## config.mk

```make
export PLATFORM = sky130hd
export DESIGN_NAME = bus_master_acq
export DESIGN_NICKNAME = d
export VERILOG_FILES = /design/src/rtl/bma_pkg.sv /design/src/rtl/bma_fsm.sv /design/src/rtl/bma_addr_path.sv /design/src/rtl/bus_master_acq.sv
export SDC_FILE = /design/constraint.sdc
export NUM_CORES = 1
export LEC_CHECK = 0
export BUFFER_PORTS_ARGS = -buffer_cell sky130_fd_sc_hd__buf_2
export CAP_MARGIN = 10
export CORE_MARGIN = 4
export CORE_UTILIZATION = 48
export DETAILED_ROUTE_END_ITERATION = 16
export HOLD_SLACK_MARGIN = 0.1
export PLACE_DENSITY = 0.84
export SLEW_MARGIN = 20
export SYNTH_ARGS = -nofsm -noshare
export SYNTH_HDL_FRONTEND = slang
export SYNTH_SLANG_ARGS = --single-unit
```

## constraint.sdc

```tcl
create_clock -name clk -period 2.81 [get_ports clk]
set_input_delay 0.4215 -clock clk [delete_from_list [all_inputs] [get_ports clk]]
set_output_delay 0.4215 -clock clk [all_outputs]
set_load 0.01 [all_outputs]
```

## src/rtl/bma_pkg.sv

```systemverilog
package bma_pkg;
    localparam int unsigned ST_W = 3;

    typedef enum logic [ST_W-1:0] {
        S_IDLE  = 3'd0,
        S_WAIT  = 3'd1,
        S_STEP  = 3'd2,
        S_ADDR1 = 3'd3,
        S_OWNED = 3'd4,
        S_ADDRN = 3'd5,
        S_DRAIN = 3'd6
    } acq_state_t;
endpackage

```

## src/rtl/bma_fsm.sv

```systemverilog
module bma_fsm
    import bma_pkg::*;
(
    input  logic clk,
    input  logic rst_n,
    input  logic xfer_req,
    input  logic grant_n,
    input  logic frame_in_n,
    input  logic irdy_in_n,
    input  logic soft_stop,
    input  logic rst_reg_rd,
    input  logic next_addr,
    input  logic tenure_done,
    output logic req_n,
    output logic drive_en,
    output logic frame_n,
    output logic addr_issued,
    output logic load_first,
    output logic load_next
);
    acq_state_t st_q, st_d;
    logic cancel, gnt, usable;

    assign cancel = soft_stop | rst_reg_rd;
    assign gnt    = ~grant_n;
    assign usable = gnt & frame_in_n & irdy_in_n;

    // next-state decision
    always_comb begin
        st_d = st_q;
        unique case (st_q)
            S_IDLE:  if (xfer_req && !cancel) st_d = S_WAIT;
            S_WAIT: begin
                if (cancel)      st_d = gnt ? S_IDLE : S_DRAIN;
                else if (usable) st_d = S_STEP;
            end
            S_STEP: begin
                if (cancel)       st_d = S_IDLE;
                else if (!gnt)    st_d = S_WAIT;
                else              st_d = S_ADDR1;
            end
            S_ADDR1: st_d = S_OWNED;
            S_OWNED: begin
                if (cancel || tenure_done) st_d = S_IDLE;
                else if (next_addr)        st_d = S_ADDRN;
            end
            S_ADDRN: st_d = S_OWNED;
            S_DRAIN: if (gnt) st_d = S_IDLE;
            default: st_d = S_IDLE;
        endcase
    end

    // state register; reset is asynchronous so the request drops at once
    always_ff @(posedge clk or negedge rst_n) begin
        if (!rst_n) st_q <= S_IDLE;
        else        st_q <= st_d;
    end

    // Moore outputs
    always_comb begin
        req_n       = 1'b1;
        drive_en    = 1'b0;
        frame_n     = 1'b1;
        addr_issued = 1'b0;
        unique case (st_q)
            S_IDLE:  ;
            S_WAIT:  req_n = 1'b0;
            S_STEP: begin
                req_n    = 1'b0;
                drive_en = 1'b1;
            end
            S_ADDR1: begin
                drive_en    = 1'b1;
                frame_n     = 1'b0;
                addr_issued = 1'b1;
            end
            S_OWNED: ;
            S_ADDRN: begin
                drive_en = 1'b1;
                frame_n  = 1'b0;
            end
            S_DRAIN: req_n = 1'b0;
            default: ;
        endcase
    end

    assign load_first = (st_q == S_IDLE) && xfer_req && !cancel;
    assign load_next  = (st_q == S_OWNED) && next_addr && !cancel && !tenure_done;
endmodule

```

## src/rtl/bma_addr_path.sv

```systemverilog
module bma_addr_path #(
    parameter int unsigned AW = 32,
    parameter int unsigned CW = 4
) (
    input  logic          clk,
    input  logic          rst_n,
    input  logic          load,
    input  logic [AW-1:0] addr_in,
    input  logic [CW-1:0] cmd_in,
    input  logic          drive_en,
    output logic          ad_oe,
    output logic [AW-1:0] ad_out,
    output logic          cbe_oe,
    output logic [CW-1:0] cbe_out
);
    localparam logic [AW-1:0] ADDR_RST = '0;
    localparam logic [CW-1:0] CMD_RST  = '0;

    always_ff @(posedge clk or negedge rst_n) begin
        if (!rst_n) begin
            ad_out  <= ADDR_RST;
            cbe_out <= CMD_RST;
        end else if (load) begin
            ad_out  <= addr_in;
            cbe_out <= cmd_in;
        end
    end

    assign ad_oe  = drive_en;
    assign cbe_oe = drive_en;
endmodule

```

## src/rtl/bus_master_acq.sv

```systemverilog
module bus_master_acq #(
    parameter int unsigned AW = 32,
    parameter int unsigned CW = 4
) (
    input  logic          clk,
    input  logic          rst_n,
    input  logic          xfer_req,
    input  logic [AW-1:0] xfer_addr,
    input  logic [CW-1:0] xfer_cmd,
    input  logic          grant_n,
    input  logic          frame_in_n,
    input  logic          irdy_in_n,
    input  logic          soft_stop,
    input  logic          rst_reg_rd,
    input  logic          next_addr,
    input  logic          tenure_done,
    output logic          req_n,
    output logic          ad_oe,
    output logic [AW-1:0] ad_out,
    output logic          cbe_oe,
    output logic [CW-1:0] cbe_out,
    output logic          frame_n,
    output logic          addr_issued,
    output logic          step_flag
);
    logic drive_en, load_first, load_next;

    bma_fsm u_fsm (
        .clk(clk), .rst_n(rst_n), .xfer_req(xfer_req), .grant_n(grant_n),
        .frame_in_n(frame_in_n), .irdy_in_n(irdy_in_n), .soft_stop(soft_stop),
        .rst_reg_rd(rst_reg_rd), .next_addr(next_addr), .tenure_done(tenure_done),
        .req_n(req_n), .drive_en(drive_en), .frame_n(frame_n),
        .addr_issued(addr_issued), .load_first(load_first), .load_next(load_next)
    );

    bma_addr_path #(.AW(AW), .CW(CW)) u_path (
        .clk(clk), .rst_n(rst_n), .load(load_first | load_next),
        .addr_in(xfer_addr), .cmd_in(xfer_cmd), .drive_en(drive_en),
        .ad_oe(ad_oe), .ad_out(ad_out), .cbe_oe(cbe_oe), .cbe_out(cbe_out)
    );

    assign step_flag = 1'b1;  // stepping always used on first address phase
endmodule

```

; Word level (Yosys, flattened, before mapping)
; Index checks and enable logic that the tools add are counted.
[op_classes]
n_reduce_logical = 14
n_eq_ne = 10
bitwise = 5
muxes = 14
[ops]
columns = op, n
row1 = $mux W3, 8
row2 = $pmux W3 S6, 1
row3 = $eq A3 B3 Y1 const B, 3
row4 = $eq A3 B2 Y1 const B, 2
row5 = $logic_and A1 B1 Y1, 6
row6 = $reduce_or A3 Y1, 2
row7 = $mux W1, 4
row8 = $reduce_and A4 Y1, 1
row9 = $eq A3 B1 Y1 const B, 1
row10 = $logic_not A3 Y1, 1
row11 = $ne A3 B1 Y1 const B, 1
row12 = $ne A3 B2 Y1 const B, 1
row13 = $and A1 B1 Y1, 2
row14 = $logic_not A1 Y1, 2
row15 = $mux W2, 1
row16 = $ne A2 B1 Y1 const B, 1
row17 = $ne A2 B2 Y1 const B, 1
row18 = $or A1 B1 Y1, 2
row19 = $reduce_or A2 Y1, 1
row20 = $logic_or A1 B1 Y1, 1
row21 = $not A1 Y1, 1
[totals]
register_bits = 39
wordCells = 46

; Longest topological paths before layout
; Gate-level depths: netlist (run 1).
[logic_depth]
depth_word = 6
mapped_depth = 5

; Cells and area by module
; Synthesis (run 1) repeated with hierarchy kept, for this count alone.
[hier_totals]
cells_unflattened = 117
area_unflattened_um2 = 1806.7
[by_module_without_submodules]
columns = mod, instances, area_each_um2, cells_per_inst
row1 = bma_addr_path, 1, 1505.2, 78
row2 = bma_fsm, 1, 284.0, 36
row3 = bus_master_acq, 1, 17.5, 3

; Least setup slack after synthesis (run 1)
; OpenSTA, ideal clock, no wires.
[synth_timing]
kind = input -> register
from = input rst_reg_rd
to = register u_path.ad_out[10]
arrival_ns = 1.910
slack_ns = 0.776
stages = 5
setup_time_ns = 0.125
cell_sequence = or2_1 > buf_2 > a2111oi_4 > buf_6 > mux2_2
[synth_via]
elab_chain_cells = 5
[synth_rtl]
columns = item, line
row1 = from (decl), bus_master_acq.sv:14  ; input logic rst_reg_rd,
row2 = $or A1 B1 Y1 (*), bma_fsm.sv:24  ; assign cancel = soft_stop | rst_reg_rd;
row3 = $logic_not A1 Y1 (*), "bma_fsm.sv:87, bma_fsm.sv:88"
row4 = $logic_and A1 B1 Y1 (2 in a row), bma_fsm.sv:88  ; assign load_next = (st_q == S_OWNED) && next_addr && !cancel && !tenure_done;
row5 = $or A1 B1 Y1 (*), bus_master_acq.sv:37  ; .clk(clk), .rst_n(rst_n), .load(load_first | load_next),
row6 = to (signal assigned), bma_addr_path.sv:24  ; ad_out <= addr_in;
row7 = to (decl), bma_addr_path.sv:12  ; output logic [AW-1:0] ad_out,
; Mark *: on every way between the ends. The rest lies on a longest branch, timed or not.
; A chain may end at the register's enable or synchronous reset.

; Worst setup path in the final report (run 1)
[layout_timing]
from = register u_fsm.st_q[2]
to = register u_path.ad_out[16]
[layout_via]
elab_chain_cells = 5
[layout_rtl]
columns = item, line
row1 = from (decl), bma_fsm.sv:21  ; acq_state_t st_q, st_d;
row2 = from (signal assigned), bma_fsm.sv:56  ; else st_q <= st_d;
row3 = $eq A3 B3 Y1, bma_fsm.sv:88
row4 = $logic_and A1 B1 Y1 (3 in a row), bma_fsm.sv:88
row5 = $or A1 B1 Y1 (*), bus_master_acq.sv:37
; Marks and branches as above.

==> results_dict.tcl, run 1 <==
set metrics [dict create \
    hold_buffers 0 \
    r2r_start "u_fsm.st_q[2]" \
    seqPwrFrac 0.504 \
    cts.clk_slew.worst_paths_ps 110 \
    cts_buffers 5 \
    tightest_slew_ps 817 \
    drv_cap 0 \
    synth_cells 117 \
    worstPathRequired_ps 3040 \
    fin_nets 249 \
    worst-path-buf-inv 1 \
    status "finished, final reports clean" \
    cts_tree "done" \
    ir_drop_uv 442 \
    crit_slowest_cell "dfrtp_1" \
    ant_nets 0 \
    start_util 0.500 \
    diodes 0 \
    synth_area_leaders "dfrtp_1 58%, mux2_2 23%, buf_6 2.0%" \
    wl_mm 3.27 \
    grt_use_total 0.154 \
    postCtsSetupBuffers 0 \
    fin_crit_ps 1950 \
    die_h_um 67.2 \
    place_ws_ps 775 \
    critPathCapture "u_path.ad_out[16]" \
    clockRootBuffer "clkbuf_4" \
    critPathMaxStageDelay_ps 530 \
    clockPowerShare 0.208 \
    power.density_nw_per_um2 707 \
    dr.pass1.iters 4 \
    drc 0 \
    relSlewSlack 0.455 \
    dp_hpwl_mm 2.48 \
    clock_skew_ps 6.86 \
    seq_area_frac_synth 0.581 \
    synth-edff-count 0 \
    drive_gt1_frac 0.647 \
    grt_pass1_vias 1136 \
    clk_latency_ps 330 \
    cts.sinks 39 \
    die_w_um 67.2 \
    cp-end-kind "flop" \
    p_int_mw 1.09 \
    via_per_inst 4.85 \
    setup_tns_ps 0 \
    whs_ps 167 \
    r2r_end "u_path.ad_out[16]" \
    crit_type "reg2reg" \
    cp.depth 4 \
    finalSetupViolations 0 \
    path_max_fanout 21 \
    dieArea_um2 4510 \
    synth.top_cells.by_count "39 x dfrtp_1, 34 x mux2_2, 4 x nand2b_1" \
    htreeDepth 2 \
    wire_per_inst_um 13.1 \
    synth_most_common_cell "dfrtp_1" \
    switching_share 0.293 \
    ctsLongestPathBuffers 2 \
    async_flop_share 1.00 \
    gp_congestion 0.709 \
    slew_violations 0 \
    grt_pass1_wl_mm 5.04 \
    num_rows 21 \
    syn_avg_cell_area_um2 14.4 \
    synth_flop_cell "dfrtp_1" \
    core_area_um2 3360 \
    yosys.cell_types.count 30 \
    r2r_cells 4 \
    hold_viol 0 \
    post-route-period-util 0.694 \
    startpoint "u_fsm.st_q[2]" \
    syn_area_um2 1680 \
    critPathLaunchType "flop" \
    grt_max_degree 40 \
    antenna_found_initial 0 \
    cp_data_arrival_time_ps 2180 \
    fin_ws_ps 860 \
    ys_ff_latch 39 \
    syn_nets 163 \
    yosys_warnings 0 \
    leakagePower_nw 1.07 \
    cp_top_family "flip-flops" \
    hold_path.class "in2async" \
    cts_resized 0 \
    p_comb_frac 0.288 \
    synth_top_area_share 0.581 \
    cp_cell_sequence "nand2b_1 -> a2111oi_4 -> buf_4 -> mux2_2" \
    p_sw_mw 0.454 \
    io_buffers 86 \
    max_freq_ghz 0.513 \
    rrSetupSlack_ps 860 \
    finalPower_mw 1.55 \
    synth_top_area_cell "dfrtp_1" \
    io_pins 88 \
    routed-via-count 1213 \
    overflow 0 \
    grt_setup_unrepaired "no" \
    area_growth_pct 30.4 \
    first_iter_violations 107 \
]
-- cell families (layout without fill, tap and decap cells) --
group,after synthesis,after routing,synth area share
compound gates,11,11,0.0626
xor+xnor,1,1,0.00521
buf+inv,11,98,0.0432
flops,39,39,0.581
mux,37,37,0.247
other cells,1,1,0.00223
simple gates,17,17,0.0588
-- power groups by stage --
stage | registers, mW | logic (mW) | clock network [mW]
after floorplan | 0.857 | 0.176 | 0
after global placement | 0.790 | 0.445 | 0
after detailed placement | 0.790 | 0.457 | 0
after CTS | 0.782 | 0.456 | 0.339
after global routing | 0.802 | 0.492 | 0.363
final | 0.780 | 0.446 | 0.322
-- per-stage QoR --
stage,cell area (µm²),util,std cells
2_1_floorplan,1680,-,117
3_3_place_gp,2120,0.630,242
3_5_place_dp,2120,0.630,242
4_1_cts,2190,0.651,250
5_1_grt,2190,0.651,250
6_report,2190,0.651,250
-- worst min-delay path by stage --
stage	depth (start not counted)	endpoint	from
after floorplan	0	u_fsm.st_q[0]	rst_n
after global placement	1	u_path.ad_out[7]	u_path.ad_out[7]
after detailed placement	1	u_path.ad_out[6]	u_path.ad_out[6]
after CTS	1	u_path.ad_out[1]	rst_n
after global routing	1	u_path.ad_out[8]	rst_n
final	1	u_path.ad_out[15]	rst_n
-- worst reg2reg max path, stage by stage (launching register included) --
cell and delay (ps):
dfrtp_1 530, nand2b_1 250, a2111oi_4 370, buf_4 330
mux2_2 380
-- sequential cells by signal, summed over array words and instances, names as in the netlist --
name and cells:
u_path.cbe_out 4, u_path.ad_out 32, u_fsm.st_q 3
-- metal layers --
| metal | GRT usage | up-vias | wire (µm) |
|---|---|---|---|
| met5 | 0 | - | 0 |
| met4 | 0.0759 | 0 | 38 |
| met3 | 0.0882 | 4 | 411 |
| met2 | 0.231 | 56 | 1470 |
| met1 | 0.177 | 566 | 1350 |
| li1 | - | 587 | - |
-- area by class of cell --
| class | instances | area [µm²] |
|---|---|---|
| well taps | 46 | 57.6 |
| flip-flops and latches | 39 | 976 |
| inverters | 2 | 7.51 |
| multi-input cells | 67 | 632 |
| repair buffers | 88 | 445 |
| fillers | 292 | 1170 |
| clock buffers | 7 | 65.1 |
| clock inverters | 1 | 7.51 |
-- placed cells by master, fill, tap and decap left out, drive strengths merged --
| master | count |
|---|---|
| conb | 1 |
| nand2b | 4 |
| inv | 2 |
| clkbuf | 7 |
| a21oi | 2 |
| or3b | 1 |
| nand3 | 1 |
| o21ai | 2 |
| or2 | 1 |
| buf | 88 |
| a211o | 1 |
| nor3 | 1 |
| nand4b | 1 |
| nor3b | 1 |
| dfrtp | 39 |
| xor2 | 1 |
| a2111oi | 1 |
| nor2b | 1 |
| nand2 | 3 |
| mux2i | 1 |
| a32o | 3 |
| nor2 | 2 |
| mux2 | 36 |
| clkinvlp | 1 |
| a311o | 1 |
| o32ai | 1 |
| nand3b | 1 |
(Power assumes the default switching activity.)
==> run 2: changes to the inputs <==
--- a/config.mk
+++ b/config.mk
@@ -5,13 +5,14 @@
 export SDC_FILE = /design/constraint.sdc
 export NUM_CORES = 1
 export LEC_CHECK = 0
+export ABC_AREA = 1
 export BUFFER_PORTS_ARGS = -buffer_cell sky130_fd_sc_hd__buf_2
 export CAP_MARGIN = 10
 export CORE_MARGIN = 4
-export CORE_UTILIZATION = 48
+export CORE_UTILIZATION = 46
 export DETAILED_ROUTE_END_ITERATION = 16
 export HOLD_SLACK_MARGIN = 0.1
-export PLACE_DENSITY = 0.84
+export PLACE_DENSITY = 0.8
 export SLEW_MARGIN = 20
 export SYNTH_ARGS = -nofsm -noshare
 export SYNTH_HDL_FRONTEND = slang
==> constraint.sdc (replaced) <==
create_clock -name clk -period 2 [get_ports clk]
set_input_delay 0.3 -clock clk [delete_from_list [all_inputs] [get_ports clk]]
set_output_delay 0.3 -clock clk [all_outputs]
set_load 0.01 [all_outputs]
==> run 2 against run 1 <==
Net effect: via count grew 44%; synthesized cell count is 89% higher; maximum frequency is 17% higher; count of clock-buffer cells in the layout is 1 lower; combinational power grew to 3.3 times the previous value; worst setup slack got worse by 520 ps; critical endpoint is now u_path.ad_out[15]; largest power group is now combinational logic; highest routed layer unchanged.
==> results_dict.tcl, run 2 <==
set metrics [dict create \
    status "finished, final reports clean" \
    synth_top_area_share 0.537 \
    ys_ff_latch 39 \
    overflow 0 \
    grt_pass1_wl_mm 7.49 \
    async_flop_share 1.00 \
    antenna_found_initial 0 \
    r2r_cells 7 \
    start_util 0.486 \
    cts_buffers 5 \
    regMostFlops "u_path.ad_out" \
    cts.clk_slew.worst_paths_ps 70 \
    yosys_warnings 0 \
    rrSetupSlack_ps 340 \
    routed-via-count 1744 \
    cpMostUsedCell "nand2_1" \
    grt_setup_unrepaired "no" \
    syn_area_um2 1820 \
    r2r_end "u_path.ad_out[15]" \
    critPathLaunchType "flop" \
    clk_latency_ps 290 \
    synth_top_area_cell "dfrtp_1" \
    hold_path.class "in2async" \
    cp_data_arrival_time_ps 1890 \
    clockRootBuffer "clkbuf_8" \
    postCtsSetupBuffers 0 \
    yosys.cell_types.count 18 \
    syn_nets 267 \
    setup_tns_ps 0 \
    gp_congestion 0.850 \
    die_h_um 70.9 \
    cts_resized 0 \
    power.density_nw_per_um2 1470 \
    post-route-period-util 0.831 \
    path_max_fanout 36 \
    dr.pass1.iters 5 \
    drive_gt1_frac 0.340 \
    core_area_um2 3740 \
    wl_mm 4.45 \
    cts.sinks 39 \
    worst-path-buf-inv 1 \
    cts_tree "done" \
    dieArea_um2 5020 \
    crit_slowest_cell "dfrtp_1" \
    top_regs "u_path.ad_out (32), u_path.cbe_out (4), u_fsm.st_q (3)" \
    drc 0 \
    seq_area_frac_synth 0.537 \
    dp.cells 346 \
    max_freq_ghz 0.602 \
    syn_avg_cell_area_um2 8.23 \
    largest_reg_flops 32 \
    clock_skew_ps 5.98 \
    wire_per_inst_um 12.6 \
    cp_top_family "simple AND/OR/NAND/NOR gates" \
    ctsLongestPathBuffers 2 \
    synth_most_common_cell "nand2_1" \
    crit_type "reg2reg" \
    grt_use_total 0.182 \
    num_rows 22 \
    ir_drop_uv 718 \
    fin_crit_ps 1660 \
    cp_cell_sequence "nor2_4 -> nand2_1 -> inv_2 -> nand3_4 -> nand2_4 -> nand2_1 -> nand2_1" \
    diodes 0 \
    final_common_cell "nand2_1" \
    synth-edff-count 0 \
    synth_flop_cell "dfrtp_1" \
    critPathMaxStageDelay_ps 450 \
    grt_pass1_vias 1686 \
    first_iter_violations 92 \
    finalSetupViolations 0 \
    fin_nets 351 \
    fin_cells 354 \
    cp-end-kind "flop" \
    layout_common_cells "91 x nand2_1, 86 x buf_2, 42 x nand3_1" \
    ant_nets 0 \
    grt_max_degree 40 \
    io_buffers 86 \
    relSlewSlack 0.428 \
    r2r_start "u_fsm.st_q[0]" \
    slew_violations 0 \
    io_pins 88 \
    dp_hpwl_mm 3.24 \
    worstPathRequired_ps 2230 \
    area_growth_pct 28.3 \
    leakagePower_nw 1.37 \
    drv_cap 0 \
    hold_buffers 0 \
    synth.top_cells.by_count "91 x nand2_1, 42 x nand3_1, 39 x dfrtp_1" \
    htreeDepth 2 \
    synth_area_leaders "dfrtp_1 54%, nand2_1 19%, nand3_1 12%" \
    hold_viol 0 \
    die_w_um 70.9 \
    synth_cells 221 \
    via_per_inst 4.93 \
    tightest_slew_ps 859 \
]
==> run 2: layout make-up <==
type,instances,area (µm²)
fill,366,1410
multi-input combinational,160,721
clock inverter,2,12.5
clock buffer,6,72.6
timing repair buffer,89,453
tap,48,60.1
sequential,39,976
inverter,10,37.5
==> run 2: worst reg2reg max path, cell delays in order, from the launching register on <==
cell     delay [ps]
dfrtp_1         450
nor2_4          170
nand2_1         130
inv_2           100
nand3_4         200
nand2_4         380
nand2_1         110
nand2_1          70
==> run 2: kinds of logic after synthesis <==
kind of cell	count (synthesis)	synth area share
AND/OR/NAND/NOR	154	0.381
other	1	0.00206
AO/OA/AOI/OAI	5	0.0138
flip-flops	39	0.537
buffers and inverters	22	0.0668
==> run 2: worst max-delay path by stage <==
stage / slack (ps) / to / cells past startpoint / start
finish: 340 / u_path.ad_out[15] / 7 / u_fsm.st_q[0]
global route: 150 / u_path.ad_out[10] / 7 / u_fsm.st_q[0]
CTS: 350 / u_path.ad_out[11] / 7 / u_fsm.st_q[0]
detailed placement: 360 / u_path.ad_out[11] / 7 / u_fsm.st_q[0]
global placement: 380 / u_path.ad_out[14] / 6 / u_fsm.st_q[2]
floorplan: 680 / cbe_oe / 5 / u_fsm.st_q[2]
==> run 2: routing by layer <==
layer | up-vias | wire (µm) | GRT usage
met5 | - | 0 | 0
met4 | 0 | 23 | 0.0397
met3 | 4 | 422 | 0.0625
met2 | 77 | 2050 | 0.280
met1 | 798 | 1960 | 0.251
li1 | 865 | - | -
==> run 2: through the flow <==
| step | hold slack (ps) | total power [mW] | utilization | cell area [µm²] | setup WS [ps] |
|---|---|---|---|---|---|
| floorplan | 4.41 | 2.33 | - | 1820 | 677 |
| CTS | 146 | 3.47 | 0.623 | 2330 | 346 |
| detailed placement | 459 | 2.94 | 0.600 | 2250 | 357 |
| finish | 118 | 3.42 | 0.623 | 2330 | 338 |
| global route | 182 | 3.73 | 0.623 | 2330 | 154 |
| global placement | 454 | 2.89 | 0.600 | 2250 | 380 |
==> run 2: power breakdown <==
part,switching [mW],internal [mW],total [mW]
logic,0.856,0.634,1.49
registers,0.245,1.18,1.42
clock network,0.266,0.244,0.509
